**config.mk**
```make
export PLATFORM = sky130hd
export DESIGN_NAME = acqseq_top
export DESIGN_NICKNAME = d
export VERILOG_FILES = /design/src/rtl/acqseq_pkg.sv /design/src/rtl/acqseq_cfg_hold.sv /design/src/rtl/acqseq_phase_fsm.sv /design/src/rtl/acqseq_power_ctrl.sv /design/src/rtl/acqseq_top.sv
export SDC_FILE = /design/constraint.sdc
export NUM_CORES = 1
export LEC_CHECK = 0
export BUFFER_PORTS_ARGS = -buffer_cell sky130_fd_sc_hd__buf_4
export CAP_MARGIN = 20
export CORE_MARGIN = 3
export CORE_UTILIZATION = 47
export DETAILED_ROUTE_END_ITERATION = 10
export PLACE_DENSITY = 0.83
export REMOVE_ABC_BUFFERS = 1
export SYNTH_ARGS = -nofsm -noshare
export SYNTH_HDL_FRONTEND = slang
export SYNTH_HIERARCHICAL = 1
export SYNTH_SLANG_ARGS = --single-unit
```
**constraint.sdc**
```tcl
create_clock -name clk -period 3.4 [get_ports clk]
set_input_delay 0.17 -clock clk [delete_from_list [all_inputs] [get_ports clk]]
set_output_delay 0.17 -clock clk [all_outputs]
set_load 0.02 [all_outputs]
```
**src/rtl/acqseq_pkg.sv**
```systemverilog
package acqseq_pkg;

  typedef enum logic [1:0] {
    PH_IDLE = 2'd0,
    PH_ACQ  = 2'd1,
    PH_CONV = 2'd2
  } phase_e;

  typedef enum logic [1:0] {
    PM_NORMAL = 2'b00,
    PM_STBY   = 2'b10,
    PM_FULL   = 2'b11
  } pmode_e;

  // Two request bits to a power mode: upper bit clear means normal.
  function automatic pmode_e pd_decode(input logic [1:0] bits);
    if (!bits[1])     return PM_NORMAL;
    else if (bits[0]) return PM_FULL;
    else              return PM_STBY;
  endfunction

  // Reference buffer is kept up in every mode but full power-down.
  function automatic logic refbuf_active(input pmode_e m);
    return (m != PM_FULL);
  endfunction

  // Converter core and input stage only run in normal mode.
  function automatic logic core_active(input pmode_e m);
    return (m == PM_NORMAL);
  endfunction

endpackage

```
**src/rtl/acqseq_cfg_hold.sv**
```systemverilog
module acqseq_cfg_hold #(
  parameter int CH_W = 3
) (
  input  logic            clk,
  input  logic            rst_n,
  input  logic            load,
  input  logic [CH_W-1:0] chan_in,
  input  logic            range_in,
  input  logic            bip_in,
  output logic [CH_W-1:0] chan_q,
  output logic            range_q,
  output logic            bip_q
);

  always_ff @(posedge clk or negedge rst_n) begin
    if (!rst_n) begin
      chan_q  <= '0;
      range_q <= 1'b0;
      bip_q   <= 1'b0;
    end else if (load) begin
      chan_q  <= chan_in;
      range_q <= range_in;
      bip_q   <= bip_in;
    end
  end

endmodule

```
**src/rtl/acqseq_phase_fsm.sv**
```systemverilog
module acqseq_phase_fsm
  import acqseq_pkg::*;
(
  input  logic   clk,
  input  logic   rst_n,
  input  logic   shdn_n,
  input  logic   field_stb,
  input  logic   stop,
  input  logic   done,
  input  logic   pwr_normal,
  output phase_e phase_q,
  output logic   conv_start_q,
  output logic   cfg_load,
  output logic   conv_fire,
  output logic   conv_end
);

  phase_e phase_d;

  // Settings load from idle (normal mode only) or re-load while tracking,
  // unless the same cycle carries the STOP that freezes them.
  assign cfg_load  = shdn_n && field_stb &&
                     (((phase_q == PH_IDLE) && pwr_normal) ||
                      ((phase_q == PH_ACQ) && !stop));
  assign conv_fire = shdn_n && stop && (phase_q == PH_ACQ);
  assign conv_end  = shdn_n && done && (phase_q == PH_CONV);

  always_comb begin
    phase_d = phase_q;
    if (!shdn_n)        phase_d = PH_IDLE;
    else if (conv_fire) phase_d = PH_CONV;
    else if (cfg_load)  phase_d = PH_ACQ;
    else if (conv_end)  phase_d = PH_IDLE;
  end

  always_ff @(posedge clk or negedge rst_n) begin
    if (!rst_n) begin
      phase_q      <= PH_IDLE;
      conv_start_q <= 1'b0;
    end else begin
      phase_q      <= phase_d;
      conv_start_q <= conv_fire;
    end
  end

endmodule

```
**src/rtl/acqseq_power_ctrl.sv**
```systemverilog
module acqseq_power_ctrl
  import acqseq_pkg::*;
(
  input  logic       clk,
  input  logic       rst_n,
  input  logic       shdn_n,
  input  logic       wake,
  input  logic       pwr_stb,
  input  logic [1:0] pwr_bits,
  input  logic       in_acq,
  input  logic       conv_end,
  output pmode_e     mode_q,
  output pmode_e     pend_q,
  output logic       hw_hold_q,
  output logic       wake_accept,
  output logic       pend_capture
);

  assign wake_accept  = shdn_n && !hw_hold_q && wake && (mode_q != PM_NORMAL);
  assign pend_capture = shdn_n && !hw_hold_q && !wake_accept && pwr_stb && in_acq;

  always_ff @(posedge clk or negedge rst_n) begin
    if (!rst_n) begin
      mode_q    <= PM_NORMAL;
      pend_q    <= PM_NORMAL;
      hw_hold_q <= 1'b0;
    end else if (!shdn_n) begin
      mode_q    <= PM_FULL;
      pend_q    <= PM_NORMAL;
      hw_hold_q <= 1'b1;
    end else if (hw_hold_q) begin
      mode_q    <= PM_NORMAL;
      hw_hold_q <= 1'b0;
    end else if (wake_accept) begin
      mode_q <= PM_NORMAL;
      pend_q <= PM_NORMAL;
    end else begin
      if (pend_capture) pend_q <= pd_decode(pwr_bits);
      if (conv_end)     mode_q <= pend_q;
    end
  end

endmodule

```
**src/rtl/acqseq_top.sv**
```systemverilog
module acqseq_top
  import acqseq_pkg::*;
#(
  parameter int NUM_CH = 8
) (
  input  logic                      clk,
  input  logic                      rst_n,
  input  logic                      field_stb_i,
  input  logic [$clog2(NUM_CH)-1:0] field_chan_i,
  input  logic                      field_range_i,
  input  logic                      field_bipolar_i,
  input  logic                      pwr_stb_i,
  input  logic [1:0]                pwr_bits_i,
  input  logic                      stop_i,
  input  logic                      wake_i,
  input  logic                      shdn_n_i,
  input  logic                      conv_done_i,
  output logic                      track_o,
  output logic                      conv_start_o,
  output logic                      converting_o,
  output logic [$clog2(NUM_CH)-1:0] chan_o,
  output logic                      range_o,
  output logic                      bipolar_o,
  output logic [1:0]                pwr_mode_o,
  output logic                      refbuf_on_o,
  output logic                      core_on_o,
  output logic                      bandgap_on_o
);

  localparam int CH_W = $clog2(NUM_CH);

  phase_e phase;
  pmode_e mode;
  pmode_e pend_mode;
  logic   hw_hold;
  logic   cfg_load;
  logic   conv_fire;
  logic   conv_end;
  logic   wake_accept;
  logic   pend_capture;
  logic   start_q;

  acqseq_phase_fsm u_phase (
    .clk          (clk),
    .rst_n        (rst_n),
    .shdn_n       (shdn_n_i),
    .field_stb    (field_stb_i),
    .stop         (stop_i),
    .done         (conv_done_i),
    .pwr_normal   (mode == PM_NORMAL),
    .phase_q      (phase),
    .conv_start_q (start_q),
    .cfg_load     (cfg_load),
    .conv_fire    (conv_fire),
    .conv_end     (conv_end)
  );

  acqseq_cfg_hold #(.CH_W(CH_W)) u_hold (
    .clk      (clk),
    .rst_n    (rst_n),
    .load     (cfg_load),
    .chan_in  (field_chan_i),
    .range_in (field_range_i),
    .bip_in   (field_bipolar_i),
    .chan_q   (chan_o),
    .range_q  (range_o),
    .bip_q    (bipolar_o)
  );

  acqseq_power_ctrl u_power (
    .clk          (clk),
    .rst_n        (rst_n),
    .shdn_n       (shdn_n_i),
    .wake         (wake_i),
    .pwr_stb      (pwr_stb_i),
    .pwr_bits     (pwr_bits_i),
    .in_acq       (phase == PH_ACQ),
    .conv_end     (conv_end),
    .mode_q       (mode),
    .pend_q       (pend_mode),
    .hw_hold_q    (hw_hold),
    .wake_accept  (wake_accept),
    .pend_capture (pend_capture)
  );

  assign track_o      = (phase == PH_ACQ);
  assign converting_o = (phase == PH_CONV);
  assign conv_start_o = start_q;
  assign pwr_mode_o   = mode;
  assign refbuf_on_o  = refbuf_active(mode);
  assign core_on_o    = core_active(mode);
  assign bandgap_on_o = 1'b1;

endmodule

```
==> results of run 1 <==
-- per-stage QoR --
step           setup slack [ns]  total power, uW
6_report                   1.76              399
5_1_grt                    1.68              425
4_1_cts                    1.77              404
3_5_place_dp               1.79              310
3_3_place_gp               1.83              304
2_1_floorplan              1.58              248
-- layer usage --
metal  wire length (um)  part of all wire  GRT usage
met4                 26             0.020     0.0932
met3                 84             0.063     0.0429
met1                524              0.39      0.198
met5                  0                 0          0
met2                696              0.52      0.264
-- worst max path at each step --
stage / end / depth (start not counted)
3_3_place_gp: u_hold/range_q$_DFFE_PN0P_ / 4
5_1_grt: u_hold/chan_q[2]$_DFFE_PN0P_ / 4
6_report: u_hold/chan_q[2]$_DFFE_PN0P_ / 4
2_1_floorplan: u_hold/bip_q$_DFFE_PN0P_ / 4
4_1_cts: u_hold/chan_q[2]$_DFFE_PN0P_ / 4
3_5_place_dp: u_hold/chan_q[2]$_DFFE_PN0P_ / 4
-- worst register-to-register path, cell delays in order, from the launching register on --
cell     delay, ns
dfrtp_1       0.44
nor2_1        0.20
o21ai_1       0.12
nor3b_2       0.37
mux2_2        0.40
-- sequential cells by signal, indices dropped and copies added, names as in the netlist --
| name | flops |
|---|---|
| u_phase/phase_q | 2 |
| u_power/mode_q | 2 |
| u_power/pend_q | 2 |
| u_hold/chan_q | 3 |
| u_power/hw_hold_q | 1 |
| u_phase/conv_start_q | 1 |
| u_hold/range_q | 1 |
| u_hold/bip_q | 1 |
-- report_power, final --
group / total, uW / switching (uW) / internal, uW
logic: 116 / 57.9 / 58.0
clock network: 92.9 / 47.5 / 45.5
registers: 190 / 13.9 / 176
-- layout make-up --
class,instances,area [um2],share of cell area
Sequential cell,13,325,0.378
Multi-Input combinational cell,38,270,0.314
Timing Repair Buffer,27,205,0.239
Clock buffer,4,26.3,0.0306
Tap cell,14,17.5,0.0204
Inverter,4,15.0,0.0175
-- what timing repair did --
item                                   CTS  global route
hold buffers                             1             0
endpoints found under the hold margin   13             0
resized for setup                        0             0
==> results.md, run 1 <==
* Run status: complete, no violations
* HPWL Detailed at 1070 um
* Crit path buffers/inverters at 0
* CP startpoint: u_power/mode_q[0]$_DFFE_PN0P_
* Post-route ant nets at 0
* IO Pins at 28
* YS warnings at 6
* CP arrival at 1.80 ns
* Tightest Hold Check Type: input pin to register
* Setup violators final at 0
* Reg clk slew, reported paths at 0.08 ns
* Commonest cells after routing, fill and taps aside: buf_4 (26), dfrtp_1 (13), nand2_1 (6), mux2_2 (5)
* Slew Viols, Final at 0
* GR Overflow Total at 0
* Routed vias at 519
* LEAKAGE at 0.000419 uW
* Setup Fix Bufs, Post-CTS at 0
* Post-layout util at 0.734
* Sink Count at 13
* Count of final hold-check violations at 0
* CP max FO at 5
* Mapped Cells at 56
* First-pass GRT wire length at 2200 um
* Initial Util at 0.528
* Commonest non-fill, non-tap cell in the layout: buf_4
* ANT cells at 0
* Min Hold Slack at 0.129 ns
* Final min period at 1.64 ns
* Reg2Reg Depth at 4
* R2R Path End: u_hold/chan_q[2]$_DFFE_PN0P_
* Layout cells sized above 1 at 0.477
* Inst Count DP at 95
* Unrepaired setup endpoints after global routing: false
* Area Growth Syn to Fin at 39.1%
* Post-Synthesis Cell Area at 618 um2
* Reg-to-reg startpoint: u_power/mode_q[0]$_DFFE_PN0P_
* Worst VDD drop at 0.302 mV
* TritonCTS clock tree: yes
* Final cell count without fillers at 100
* Starting DRT DRC Count at 9
* Max stage delay on crit path at 0.44 ns
* Avg Vias per Cell at 5.19
* Drt pass-1 iters at 5
* Crit path max-delay family: simple AND/OR/NAND/NOR gates
* Setup_tns at 0 ns
* Syn_area_per_cell at 11.0 um2
* Largest net degree at the start of global routing at 14
* Layout fillers at 90
* Site Rows at 12
* CP Class: register to register
* WL/cell at 13.3 um
* Final #Nets at 102
* Crit-path cells: nor2_1 -> o21ai_1 -> nor3b_2 -> mux2_2
* Area post-placement at 823 um2
* Clock tree root driver cell: clkbuf_4
* Fmax at 0.611 GHz
* Final instance area at 860 um2
* Final Cycle Share at 0.481
* Num CTS Buffers at 3
* Clock Tree Buf Depth at 2
* Core Region at 1170 um2
* Total track usage at 0.165
* Die ar. at 1790 um2
* Worst hold path cell count at 2
* Initial antenna violation count at 0
* Hold Path End: u_hold/chan_q[0]$_DFFE_PN0P_
* CP Launch Type: register
* PortBufs at 26
* Crit. End Element: register
* CP max stage cell: dfrtp_1
* H-tree Lvls at 1
* Hold Path Origin: field_chan_i[0]
* Power density over the cells at 464 nW/um2
* Detailed-route DRC error count at 0
* Flop2flop setup slack at 1.76 ns
* Routability cong. at 0.710
* Final wirelength at 1330 um
* Die height at 42.3 um
* Chip width at 42.3 um
* Worst skew pair latency at 0.28 ns
* Number of global-route vias before repair at 488
* Worst EP required at 3.56 ns
* Final Skew at 0.00648 ns
* Max_cap viols at 0
No activity file was read; power rests on OpenSTA's default activity.
==> run 2: changes to the inputs <==
Settings changed: ABC_AREA set to 1, CORE_UTILIZATION 47 to 45, PLACE_DENSITY 0.83 to 0.79.
Clock period 3.4 ns to 1.7 ns, I/O delays scaled along.
==> results.md, run 2 <==
* Run status: complete, no violations
* Total track usage at 0.168
* Tightest Hold Check Type: input pin to register
* Primary FF master, synth: dfrtp_1
* Final #Nets at 139
* Post-synth top area share at 0.484
* Count of final hold-check violations at 0
* Final wirelength at 1410 um
* Number of global-route vias before repair at 591
* Clock tree root driver cell: clkbuf_4
* Post-layout util at 0.685
* Unique masters post-synth at 17
* Avg Vias per Cell at 4.60
* IO Pins at 28
* Unrepaired setup endpoints after global routing: false
* Worst skew pair latency at 0.27 ns
* Max reg flops at 3
* Post-Synthesis Cell Area at 672 um2
* CP max FO at 6
* Post-route ant nets at 0
* CP startpoint: u_power/mode_q[0]$_DFFE_PN0P_
* Top cells by count, synth: nand2_1 (37), dfrtp_1 (13), inv_1 (12)
* Core Region at 1350 um2
* Synthesis-stage register bit count at 13
* Worst VDD drop at 0.556 mV
* CP Class: register to register
* PostCTS Resize Cnt at 0
* Commonest cells after routing, fill and taps aside: nand2_1 (37), buf_4 (26), dfrtp_1 (13), inv_1 (12), nor2_1 (7)
* Site Rows at 13
* CP Launch Type: register
* Routability cong. at 0.788
* Flop2flop setup slack at 0.46 ns
* Die ar. at 1990 um2
* WL/cell at 10.2 um
* Reg-to-reg startpoint: u_power/mode_q[0]$_DFFE_PN0P_
* Die height at 44.6 um
* Initial Util at 0.498
* TritonCTS clock tree: yes
* Setup Fix Bufs, Post-CTS at 0
* Routed vias at 635
* Top cells by area, synth: dfrtp_1 (48%), nand2_1 (21%), inv_1 (6.7%)
* Power density over the cells at 930 nW/um2
* Initial antenna violation count at 0
* First-pass GRT wire length at 2410 um
* Setup_tns at 0 ns
* Starting DRT DRC Count at 4
* GR Overflow Total at 0
* Fmax at 0.807 GHz
* Post-synth top area cell: dfrtp_1
* Worst setup path end: u_hold/chan_q[1]$_DFFE_PN0P_
* Syn_area_per_cell at 7.30 um2
* Total power at 860 uW
* Final min period at 1.24 ns
* Slew Viols, Final at 0
* R2R Path End: u_hold/chan_q[1]$_DFFE_PN0P_
* EDFF count, synth at 0
* HPWL Detailed at 1120 um
* Final Skew at 0.00228 ns
* Setup WS pre-CTS at 0.456 ns
* Crit. End Element: register
* CP arrival at 1.41 ns
* Final Cycle Share at 0.729
* Reg clk slew, reported paths at 0.07 ns
* Largest Register: u_hold/chan_q
* Commonest non-fill, non-tap cell in the layout: nand2_1
* CTS Hold Bufs at 2
* Area Growth Syn to Fin at 37.6%
* Sink Count at 13
* Reg2Reg Depth at 8
* Seq/Total Area, Yosys at 0.484
* Chip width at 44.6 um
* LEAKAGE at 0.000523 uW
* Layout cells sized above 1 at 0.325
* Worst Setup Slack, final at 0.461 ns
* Mapped Cells at 92
* Max_cap viols at 0
* Largest net degree at the start of global routing at 14
* Setup violators final at 0
* Worst EP required at 1.87 ns
* Detailed-route DRC error count at 0
* Clock Tree Buf Depth at 2
* Most common cell in the netlist: nand2_1
* H-tree Lvls at 1
* ANT cells at 0
* Async S/R FF share, synth at 1.00
* PortBufs at 26
* YS warnings at 6
* Num CTS Buffers at 3
* Layout fillers at 130
* Drt pass-1 iters at 4
## run 2: where the power goes
part	switching (uW)	internal (uW)	leakage (uW)
clock network	94.8	91.0	0.0000150
registers	37.5	359	0.000167
logic	156	122	0.000341
## run 2: final cells by class
type,count,area (um2),area share
Clock buffer,4,26.3,0.0284
Inverter,15,56.3,0.0609
Multi-Input combinational cell,63,283,0.306
Sequential cell,13,325,0.352
Tap cell,15,18.8,0.0203
Timing Repair Buffer,28,215,0.233
## run 2: how the worst min path moves through the flow
stage	from	to	cells after the start
4_1_cts	field_bipolar_i	u_hold/bip_q$_DFFE_PN0P_	3
5_1_grt	field_chan_i[1]	u_hold/chan_q[1]$_DFFE_PN0P_	3
3_5_place_dp	rst_n	u_phase/phase_q[1]$_DFFE_PN0P_	1
2_1_floorplan	rst_n	u_hold/bip_q$_DFFE_PN0P_	0
3_3_place_gp	rst_n	u_phase/phase_q[1]$_DFFE_PN0P_	1
6_report	field_bipolar_i	u_hold/bip_q$_DFFE_PN0P_	3
## run 2: metrics by stage
step	instance area, um2	hold slack (ns)	cells
after global placement	878	-0.0630	132
after detailed placement	878	-0.0615	132
final	925	0.00942	138
after global routing	925	0.0156	138
after CTS	925	0.00327	138
after floorplan	664	-0.211	91
## run 2: cell families after synthesis
group / after synthesis / synth area share
AND/OR/NAND/NOR: 57 / 0.371
buffers and inverters: 16 / 0.0950
flip-flops: 13 / 0.484
AO/OA/AOI/OAI: 5 / 0.0447
other: 1 / 0.00558
## run 2: critical path, stage by stage, from the launching register on
cell	delay, ns
dfrtp_1	0.44
nor2_1	0.17
nand2_1	0.07
nand2_1	0.07
nand2_2	0.06
inv_1	0.15
inv_2	0.08
nand2_1	0.06
nand2_1	0.04
## run 2: routing by layer
| layer | global-route usage | routed length, um |
|---|---|---|
| met4 | 0.0361 | 11 |
| met3 | 0.0610 | 86 |
| met1 | 0.209 | 622 |
| met5 | 0 | 0 |
| met2 | 0.278 | 693 |
==> run 3: changes to the inputs <==
Settings changed: ABC_AREA 1 to 0, CORE_UTILIZATION 45 to 40, PLACE_DENSITY 0.79 to 0.75.
Clock period 1.7 ns to 1.1 ns, I/O delays scaled along.
==> results.md, run 3 (synthesis gave the netlist of run 1 again) <==
* Run status: finished, violations left
* Failing checks: setup timing
* Chip width at 45.3 um
* Clock tree root driver cell: clkbuf_4
* Max reg flops at 3
* Tightest Hold Check Type: input pin to register
* Power density over the cells at 1250 nW/um2
* Die ar. at 2050 um2
* Setup violators final at 15
* CP max FO at 5
* Slew Viols, Final at 0
* Worst EP required at 1.26 ns
* CP Class: register to register
* Crit-path cells: nor2_2 -> o21ai_2 -> nor3b_2 -> buf_4 -> mux2_4
* CP arrival at 1.62 ns
* HPWL Detailed at 1220 um
* Crit path buffers/inverters at 1
* PortBufs at 26
* Worst skew pair latency at 0.27 ns
* Post-route ant nets at 0
* Die height at 45.3 um
* Initial Util at 0.452
* Clock Tree Buf Depth at 2
* IO Pins at 28
* Core Region at 1370 um2
* ANT cells at 0
* Avg Vias per Cell at 5.01
* Total power at 1370 uW
* Largest net degree at the start of global routing at 14
* FF/Latch Area at 325 um2
* Final min period at 1.46 ns
* H-tree Lvls at 1
* Detailed-route DRC error count at 0
* Number of global-route vias before repair at 635
* Fmax at 0.686 GHz
* Starting DRT DRC Count at 0
* Max stage delay on crit path at 0.41 ns
* Crit. End Element: register
* Final #Nets at 117
* Max_cap viols at 0
* Site Rows at 13
* GR Overflow Total at 0
* WL/cell at 16.1 um
* Final wirelength at 1860 um
* Crit path max-delay family: flip-flops
* Num CTS Buffers at 3
* TritonCTS clock tree: yes
* Unrepaired setup endpoints after global routing: true
* Commonest cells after routing, fill and taps aside: buf_4 (29), dfrtp_1 (13), buf_6 (12), mux2_4 (5), o21ai_1 (4)
* Final Skew at 0.000941 ns
* Post-layout util at 0.800
* Drt pass-1 iters at 1
* Reg clk slew, reported paths at 0.08 ns
* Count of final hold-check violations at 0
* CP Launch Type: register
* Layout cells sized above 1 at 0.653
* Routed vias at 581
* Largest Register: u_hold/chan_q
* Routability cong. at 0.721
* LEAKAGE at 0.000534 uW
* Final Cycle Share at 1.32
* First-pass GRT wire length at 2810 um
* Total track usage at 0.193
* Area Growth Syn to Fin at 76.9%
* Initial antenna violation count at 0
* Commonest non-fill, non-tap cell in the layout: buf_4
* CP max stage cell: dfrtp_1
* Worst VDD drop at 0.866 mV
* Worst Setup Slack, final at -0.357 ns
* Layout fillers at 90
* Area of the multi-input gates at 345 um2
* Sink Count at 13
[run 3: layout make-up]
type                            instances  share of cell area
Tap cell                               15              0.0172
Sequential cell                        13               0.297
Multi-Input combinational cell         38               0.316
Clock buffer                            4              0.0240
Inverter                                4              0.0137
Timing Repair Buffer                   42               0.332
[run 3: what timing repair did]
action                                 4_1_cts  5_1_grt
endpoints found under the hold margin       13        0
gates resized for setup                     23       11
setup endpoints to repair                   14       16
setup buffers                                3        3
pin swaps                                    2        5
hold buffers                                 1        0
[run 3: where the power goes]
group          internal [uW]  leakage (uW)  switching (uW)
combinational            262      0.000355             219
sequential               544      0.000164            45.3
clock                    140     0.0000150             158
[run 3: worst paths after layout]
check                                         startpoint                             end  slack, ns  cells after the start
min reg2reg                 u_hold/chan_q[1]$_DFFE_PN0P_    u_hold/chan_q[1]$_DFFE_PN0P_       0.52                      1
max reg2reg                u_power/mode_q[0]$_DFFE_PN0P_        u_hold/bip_q$_DFFE_PN0P_      -0.36                      5
max                        u_power/mode_q[0]$_DFFE_PN0P_        u_hold/bip_q$_DFFE_PN0P_      -0.36                      5
max in group asynchronous                          rst_n    u_hold/chan_q[1]$_DFFE_PN0P_       0.78                      2
min in group asynchronous                          rst_n  u_phase/conv_start_q$_DFF_PN0_       0.16                      2
min                                      field_chan_i[0]    u_hold/chan_q[0]$_DFFE_PN0P_       0.01                      2
[run 3: routing by layer]
| layer | wire length (um) | vias to the layer above | global-route usage |
|---|---|---|---|
| li1 | - | 281 | - |
| met1 | 763 | 288 | 0.243 |
| met2 | 1040 | 10 | 0.328 |
| met3 | 51 | 2 | 0.0239 |
| met4 | 10 | 0 | 0.0877 |
| met5 | 0 | - | 0 |
[run 3: per-stage QoR]
step	setup TNS [ns]	instance area, um2	std cells	setup slack (ns)	hold slack, ns
after floorplan	-4.85	611	55	-0.720	-0.241
after global placement	-2.23	922	109	-0.326	-0.0922
after detailed placement	-2.59	922	109	-0.335	-0.0893
after CTS	-3.03	1050	116	-0.332	0.00687
after global routing	-3.75	1090	116	-0.402	0.000797
final	-3.03	1090	116	-0.357	0.0113
[run 3: worst register-to-register path, stage by stage (launching register included)]
cell and delay, ns:
dfrtp_1 0.41, nor2_2 0.15, o21ai_2 0.07, nor3b_2 0.19
buf_4 0.20, mux2_4 0.31
